===== src/rtl/spim_pkg.sv =====
package spim_pkg;
  localparam int WMAX  = 24;
  localparam int LW    = $clog2(WMAX + 1);
  localparam int NEV   = 9;
  localparam int EV_MD = 0;
  localparam int EV_SD = 1;
  localparam int EV_MM = 2;
  localparam int EV_TU = 3;
  localparam int EV_TO = 4;
  localparam int EV_TR = 5;
  localparam int EV_RU = 6;
  localparam int EV_RO = 7;
  localparam int EV_RR = 8;

  typedef struct packed {
    logic [LW-1:0] len;
    logic          cpol;
    logic          cdly;
    logic          lsb;
    logic [1:0]    div;
    logic [5:0]    brg;
  } cfg_t;

  typedef enum logic [1:0] {S_IDLE, S_RUN, S_PAUSE} st_e;
endpackage


===== src/rtl/spim_fifo.sv =====
module spim_fifo #(
  parameter int W     = 8,
  parameter int DEPTH = 8
) (
  input  logic         clk_i,
  input  logic         rst_ni,
  input  logic         clr_i,
  input  logic         push_i,
  input  logic [W-1:0] din_i,
  input  logic         pop_i,
  output logic [W-1:0] dout_o,
  output logic         full_o,
  output logic         empty_o
);
  localparam int AW = $clog2(DEPTH);

  logic [W-1:0] mem_q [DEPTH];
  logic [AW-1:0] wr_q, rd_q;
  logic [AW:0]   cnt_q;
  logic do_push, do_pop;

  assign full_o  = cnt_q == (AW+1)'(DEPTH);
  assign empty_o = cnt_q == '0;
  assign do_push = push_i && !full_o;
  assign do_pop  = pop_i && !empty_o;
  assign dout_o  = mem_q[rd_q];

  function automatic logic [AW-1:0] nxt(input logic [AW-1:0] p);
    return (p == AW'(DEPTH - 1)) ? '0 : p + 1'b1;
  endfunction

  always_ff @(posedge clk_i or negedge rst_ni) begin
    if (!rst_ni) begin
      wr_q <= '0; rd_q <= '0; cnt_q <= '0;
    end else if (clr_i) begin
      wr_q <= '0; rd_q <= '0; cnt_q <= '0;
    end else begin
      if (do_push) wr_q <= nxt(wr_q);
      if (do_pop)  rd_q <= nxt(rd_q);
      case ({do_push, do_pop})
        2'b10:   cnt_q <= cnt_q + 1'b1;
        2'b01:   cnt_q <= cnt_q - 1'b1;
        default: cnt_q <= cnt_q;
      endcase
    end
  end

  always_ff @(posedge clk_i) begin
    if (do_push) mem_q[wr_q] <= din_i;
  end
endmodule


===== src/rtl/spim_clkdiv.sv =====
module spim_clkdiv #(
  parameter int CW = 12
) (
  input  logic       clk_i,
  input  logic       rst_ni,
  input  logic       run_i,
  input  logic [1:0] div_i,
  input  logic [5:0] brg_i,
  output logic       tick_o
);
  logic [CW-1:0] cnt_q, half;

  // half period in main clocks: (2 << div) * (brg + 1)
  assign half   = (CW'(2) << div_i) * (CW'(brg_i) + CW'(1));
  assign tick_o = run_i && (cnt_q == half - CW'(1));

  always_ff @(posedge clk_i or negedge rst_ni) begin
    if (!rst_ni)                cnt_q <= '0;
    else if (!run_i || tick_o)  cnt_q <= '0;
    else                        cnt_q <= cnt_q + CW'(1);
  end
endmodule


===== src/rtl/spim_shift.sv =====
module spim_shift
  import spim_pkg::*;
(
  input  logic            clk_i,
  input  logic            rst_ni,
  input  cfg_t            cfg_i,
  input  logic            tick_i,
  input  logic            start_i,
  input  logic            tx_empty_i,
  input  logic [WMAX:0]   tx_ent_i,
  output logic            tx_pop_o,
  output logic            rx_push_o,
  output logic [WMAX-1:0] rx_word_o,
  output logic            tu_o,
  output logic            md_o,
  output logic            active_o,
  output logic            sclk_o,
  output logic            mosi_o,
  input  logic            miso_i
);
  st_e st_q;
  logic [WMAX-1:0] word_q, rx_q, rx_nx;
  logic [LW-1:0]   k_q, pos;
  logic last_q, half_q, sclk_q, mosi_q;
  logic run, done, idle_start, load;

  function automatic logic bit_at(input logic [WMAX-1:0] w, input logic [LW-1:0] i,
                                  input logic [LW-1:0] len, input logic lsb);
    logic [LW-1:0] p;
    if (i >= len) return 1'b0;
    p = lsb ? i : LW'(len - LW'(1) - i);
    return w[p];
  endfunction

  assign run        = st_q == S_RUN;
  assign pos        = cfg_i.lsb ? k_q : LW'(cfg_i.len - LW'(1) - k_q);
  assign done       = run && tick_i && half_q && (k_q == LW'(cfg_i.len - LW'(1)));
  assign idle_start = !run && start_i;
  assign load       = (idle_start && !tx_empty_i) || (done && !last_q && !tx_empty_i);

  always_comb begin
    rx_nx = rx_q;
    if (!cfg_i.cdly) rx_nx[pos] = miso_i;
  end

  assign tx_pop_o  = load;
  assign rx_push_o = done;
  assign rx_word_o = rx_nx;
  assign tu_o      = (idle_start && tx_empty_i) || (done && !last_q && tx_empty_i);
  assign md_o      = done && last_q;
  assign active_o  = run;
  assign sclk_o    = sclk_q;
  assign mosi_o    = mosi_q;

  always_ff @(posedge clk_i or negedge rst_ni) begin
    if (!rst_ni) begin
      st_q <= S_IDLE; word_q <= '0; rx_q <= '0; k_q <= '0;
      last_q <= 1'b0; half_q <= 1'b0; sclk_q <= 1'b0; mosi_q <= 1'b0;
    end else begin
      if (run && tick_i) begin
        half_q <= !half_q;
        if (!half_q) begin               // leading edge
          sclk_q <= !cfg_i.cpol;
          if (cfg_i.cdly) rx_q[pos] <= miso_i;
          else            mosi_q <= bit_at(word_q, k_q, cfg_i.len, cfg_i.lsb);
        end else begin                   // trailing edge
          sclk_q <= cfg_i.cpol;
          k_q    <= k_q + LW'(1);
          rx_q   <= rx_nx;
          if (cfg_i.cdly) mosi_q <= bit_at(word_q, k_q + LW'(1), cfg_i.len, cfg_i.lsb);
        end
      end else if (!run) begin
        sclk_q <= cfg_i.cpol;
      end
      if (done)                            st_q <= last_q ? S_IDLE : S_PAUSE;
      else if (idle_start && tx_empty_i)   st_q <= S_PAUSE;
      if (load) begin
        st_q   <= S_RUN;
        word_q <= tx_ent_i[WMAX-1:0];
        last_q <= tx_ent_i[WMAX];
        k_q    <= '0;
        half_q <= 1'b0;
        rx_q   <= '0;
        if (cfg_i.cdly) mosi_q <= bit_at(tx_ent_i[WMAX-1:0], '0, cfg_i.len, cfg_i.lsb);
      end
    end
  end
endmodule


===== src/rtl/spim_engine.sv =====
module spim_engine
  import spim_pkg::*;
#(
  parameter int DEPTH = 8
) (
  input  logic            clk_i,
  input  logic            rst_ni,
  input  logic            en_i,
  input  logic [LW-1:0]   cfg_len_i,
  input  logic            cfg_cpol_i,
  input  logic            cfg_cdly_i,
  input  logic            cfg_lsb_i,
  input  logic [1:0]      cfg_div_i,
  input  logic [5:0]      cfg_brg_i,
  input  logic            start_i,
  input  logic            tx_push_i,
  input  logic            tx_last_i,
  input  logic [WMAX-1:0] tx_data_i,
  output logic            tx_full_o,
  input  logic            rx_pop_i,
  output logic [WMAX-1:0] rx_data_o,
  output logic            rx_empty_o,
  input  logic            rx_clr_i,
  input  logic            tx_clr_i,
  output logic [1:0]      clr_busy_o,
  input  logic [NEV-1:0]  evt_clr_i,
  input  logic [NEV-1:0]  evt_msk_i,
  input  logic            mm_err_i,
  output logic [NEV-1:0]  evt_o,
  output logic            irq_o,
  output logic            ready_o,
  output logic            sclk_o,
  output logic            mosi_o,
  input  logic            miso_i
);
  cfg_t cfg_q;
  logic ready_q;
  logic [1:0] clr_q;
  logic [NEV-1:0] evt_q, ev_set;
  logic [WMAX:0] tx_ent;
  logic [WMAX-1:0] rx_word;
  logic tx_empty, tx_pop, rx_push, rx_full, tu, md, tick, shift_active;
  logic [LW-1:0] len_sat;

  assign len_sat = (cfg_len_i < LW'(4)) ? LW'(4) :
                   (cfg_len_i > LW'(WMAX)) ? LW'(WMAX) : cfg_len_i;

  always_ff @(posedge clk_i or negedge rst_ni) begin
    if (!rst_ni) begin
      cfg_q   <= '{len: LW'(8), cpol: 1'b0, cdly: 1'b0, lsb: 1'b0, div: 2'd0, brg: 6'd0};
      ready_q <= 1'b0;
      clr_q   <= '0;
      evt_q   <= '0;
    end else begin
      if (!en_i) cfg_q <= '{len: len_sat, cpol: cfg_cpol_i, cdly: cfg_cdly_i,
                            lsb: cfg_lsb_i, div: cfg_div_i, brg: cfg_brg_i};
      ready_q <= en_i;
      clr_q   <= {tx_clr_i, rx_clr_i};
      evt_q   <= (evt_q & ~evt_clr_i) | ev_set;
    end
  end

  always_comb begin
    ev_set        = '0;
    ev_set[EV_MD] = md;
    ev_set[EV_MM] = mm_err_i;
    ev_set[EV_TU] = tu;
    ev_set[EV_TO] = tx_push_i && tx_full_o;
    ev_set[EV_TR] = tx_pop;
    ev_set[EV_RU] = rx_pop_i && rx_empty_o;
    ev_set[EV_RO] = rx_push && rx_full;
    ev_set[EV_RR] = rx_push && !rx_full;
  end

  spim_fifo #(.W(WMAX + 1), .DEPTH(DEPTH)) u_txf (
    .clk_i, .rst_ni, .clr_i(clr_q[1]), .push_i(tx_push_i),
    .din_i({tx_last_i, tx_data_i}), .pop_i(tx_pop), .dout_o(tx_ent),
    .full_o(tx_full_o), .empty_o(tx_empty));

  spim_fifo #(.W(WMAX), .DEPTH(DEPTH)) u_rxf (
    .clk_i, .rst_ni, .clr_i(clr_q[0]), .push_i(rx_push),
    .din_i(rx_word), .pop_i(rx_pop_i), .dout_o(rx_data_o),
    .full_o(rx_full), .empty_o(rx_empty_o));

  spim_clkdiv u_div (
    .clk_i, .rst_ni, .run_i(shift_active), .div_i(cfg_q.div), .brg_i(cfg_q.brg),
    .tick_o(tick));

  spim_shift u_shift (
    .clk_i, .rst_ni, .cfg_i(cfg_q), .tick_i(tick), .start_i(start_i && ready_q),
    .tx_empty_i(tx_empty), .tx_ent_i(tx_ent), .tx_pop_o(tx_pop),
    .rx_push_o(rx_push), .rx_word_o(rx_word), .tu_o(tu), .md_o(md),
    .active_o(shift_active), .sclk_o, .mosi_o, .miso_i);

  assign clr_busy_o = clr_q;
  assign evt_o      = evt_q;
  assign irq_o      = |(evt_q & ~evt_msk_i);
  assign ready_o    = ready_q;
endmodule


===== config.mk =====
export PLATFORM = sky130hd
export DESIGN_NAME = spim_engine
export DESIGN_NICKNAME = d
export VERILOG_FILES = /design/src/rtl/spim_pkg.sv /design/src/rtl/spim_fifo.sv /design/src/rtl/spim_clkdiv.sv /design/src/rtl/spim_shift.sv /design/src/rtl/spim_engine.sv
export SDC_FILE = /design/constraint.sdc
export NUM_CORES = 1
export LEC_CHECK = 0
export ABC_AREA = 0
export BUFFER_PORTS_ARGS = -buffer_cell sky130_fd_sc_hd__buf_4
export CORE_ASPECT_RATIO = 0.7
export CORE_MARGIN = 1
export CORE_UTILIZATION = 60
export CTS_CLUSTER_DIAMETER = 60
export DETAILED_ROUTE_END_ITERATION = 8
export PLACE_DENSITY = 0.78
export SLEW_MARGIN = 20
export SYNTH_ARGS = -nofsm -noshare
export SYNTH_HDL_FRONTEND = slang
export SYNTH_SLANG_ARGS = --single-unit

===== constraint.sdc =====
create_clock -name clk_i -period 9.6 [get_ports clk_i]
set_input_delay 1.44 -clock clk_i [delete_from_list [all_inputs] [get_ports clk_i]]
set_output_delay 1.44 -clock clk_i [all_outputs]
set_load 0.02 [all_outputs]

==> out/summary.txt <==
Register area share after synthesis -> 62.5%
Peak supply drop -> 0.167 mV
Vias in the first global route -> 13,999
Cell variety after synth -> 75
Max-Cap Viols -> 0
Global Route Usage Sum -> 25.6%
Skew final -> 25.8 ps
WP data arrival -> 7870 ps
Final Cycle Share -> 77.2%
Most frequent cells in the layout -> edfxtp_1 (392), nand2_1 (147), buf_4 (137)
Core area -> 38,600 sq um
Routed vias -> 13,953
Overall routed net length -> 49,900 um
Crit path kind -> reg2reg
Commonest non-fill, non-tap cell in the layout -> edfxtp_1
Warnings, synthesis -> 0
Initial antenna violation count -> 1
Minimum clock period -> 7420 ps
DR DRC count -> 0
Static Leakage -> 9.75 nW
Setup Fix Bufs, Post-CTS -> 0
Combinational share of power -> 21.2%
Clock buffer count from CTS -> 48
Worst-Margin Slew -> 1060 ps
Synthesized Nets -> 1,743
Slew Limit Fails -> 0
Nets -> 1,851
Antenna-violating nets left -> 0
Die width -> 239 um
GRT overflow -> 0
Clock power share -> 33.6%
Reg clk slew, reported paths -> 70 ps
Internal power -> 3.99 mW
I/O pin count -> 110
Longest Clk Path Bufs -> 3
Syn Area/Cell -> 14.8 sq um
Die area -> 40,100 sq um
PnR worst setup slack -> 2180 ps
Initial core utilization -> 61.2%
H-tree lvl count -> 2
TritonCTS clock tree -> yes
Outcome -> complete, no violations
First-pass GRT wire length -> 79,100 um
Async set-reset flop share out of synthesis -> 23.3%
FMAX -> 135 MHz
#FFs+latches synth -> 511
Largest net degree at the start of global routing -> 64
Placed Area -> 25,000 sq um
CP max FO -> 26
M1 WL -> 22,700 um
Instance count of the mapped netlist -> 1,596
Synth Flop Type -> edfxtp_1
RSZ-0062 raised after global routing -> false
Accumulated negative setup slack -> 0 ps
Relative max-transition margin -> 29.0%
Switching pwr -> 1.53 mW
Hold/Removal Path Class -> reg2reg
Setup violations, final -> 0
DR pass1 iterations -> 5
Drt via density -> 6.15
Die Y -> 168 um
Setup crit start kind -> flip-flop
Port bufs -> 109
Max Used Layer -> met4
Hold Buf Count CTS -> 0
Critical Path RT -> 10,050 ps
Row count -> 60
DRT iter0 DRCs -> 1,444
Reg power frac -> 45.2%
Clk Latency, worst-skew pair -> 580 ps
EDFF count, synth -> 392
CTS root buf -> clkbuf_16
Resize count post-CTS -> 0
Met2 wire len -> 22,700 um
Met3 wire length -> 3720 um
Pwr dens -> 208 nW/um^2
Final Wtd Congestion -> 0.884
CTS Sinks -> 511
Fin Hold WS -> 502 ps
Synth Cell Area -> 23,600 sq um
Crit. End Element -> flip-flop
Area delta synth->final -> 12.6%
Hpwl dp -> 32,200 um
Layout cells sized above 1 -> 23.9%
Hold Vio Cnt, Final -> 0
Switch share -> 27.8%
Final instance area -> 26,600 sq um
WL per Instance -> 22.0 um
Dpl ws -> 2260 ps
-- kinds of logic after synthesis --
logic type	after synthesis	share of synthesized area (%)
fa+ha+maj	78	4.68
buf+inv	143	2.50
flops	511	62.5
xor+xnor	55	2.07
mux	229	15.2
simple gates	406	8.33
compound gates	174	4.70
-- metrics by stage --
stage	power, mW	std cells	utilization (%)
2_1_floorplan	3.38	1596	-
3_3_place_gp	3.66	2181	64.9
3_5_place_dp	3.70	2181	64.9
4_1_cts	5.55	2269	68.8
5_1_grt	5.75	2270	68.9
6_report	5.52	2270	68.9
-- final timing paths --
kind                       slack (ps)              start           endpoint  depth (start not counted)
max                              2180           cfg_q[0]     u_txf.cnt_q[3]                         21
min                               500  u_shift.word_q[9]  u_shift.word_q[9]                          2
max reg2reg                      2180           cfg_q[0]     u_txf.cnt_q[3]                         21
min reg2reg                       500  u_shift.word_q[9]  u_shift.word_q[9]                          2
max in group asynchronous        7250             rst_ni      u_txf.rd_q[1]                          2
min in group asynchronous         970             rst_ni           cfg_q[7]                          1
-- final cells by class --
type | count | area [sq um]
diodes | 1 | 2.50
clock buffers | 66 | 1330
clock inverters | 22 | 204
fillers | 2559 | 12000
inverters | 64 | 240
multi-input cells | 942 | 8350
flip-flops and latches | 511 | 14800
well taps | 527 | 659
repair buffers | 137 | 1030
-- flip-flops by register name (all words and copies together) (netlist names), 2 cells and up --
register	cells
u_div.cnt_q	12
u_shift.rx_q	24
u_txf.rd_q	3
u_txf.wr_q	3
u_rxf.mem_q	192
u_txf.cnt_q	4
u_rxf.rd_q	3
clr_busy_o	2
u_shift.st_q	2
evt_o	9
u_rxf.wr_q	3
u_shift.k_q	5
u_shift.word_q	24
u_rxf.cnt_q	4
u_txf.mem_q	200
cfg_q	16
-- worst max-delay path: stages, from the launching register on --
cell and delay (ps):
dfrtp_1 490, ha_1 300, nand3_1 120, xnor2_1 290, nand2_1 140, fa_1 560
inv_1 40, ha_1 270, inv_1 50, fa_1 480, fa_1 540, inv_1 40
ha_1 350, o21ai_0 190, a21oi_1 110, o41ai_1 400, o21ai_0 140, nand4bb_1 800
o21ai_4 910, buf_4 430, mux2i_1 260, mux2_2 360
-- per-layer routing --
| metal | GRT usage (%) | vias to the layer above |
|---|---|---|
| met4 | 5.66 | 0 |
| met2 | 38.7 | 498 |
| met1 | 39.6 | 7119 |
| met5 | 0 | - |
| met3 | 4.12 | 63 |
| li1 | - | 6273 |
-- cell usage after synthesis, drive strengths merged, types with 8 or more instances --
master  instances  area share [%]
a21oi          56             1.2
buf            38            0.83
clkbuf         41            0.65
dfrtp         118              13
edfxtp        392              50
fa             17             1.4
ha             61             3.2
inv            62            0.99
mux2           78             3.7
mux2i          55             2.3
mux4           96             9.2
nand2         147             2.3
nand2b         12            0.32
nand3          59             1.3
nor2           67             1.1
nor2b          14            0.37
nor3           35            0.78
nor3b          10            0.34
nor4           12            0.32
o21ai          38            0.85
o31ai          24            0.76
or3             8            0.21
xnor2          31             1.2
xor2           24            0.89
-- power by group through the flow --
stage	registers (mW)	logic (mW)	clock network (mW)
after floorplan	2.52	0.868	0
final	2.49	1.17	1.85
after CTS	2.49	1.18	1.88
after global routing	2.50	1.30	1.96
after global placement	2.53	1.13	0
after detailed placement	2.54	1.17	0
No activity file was read; power rests on OpenSTA's default activity.
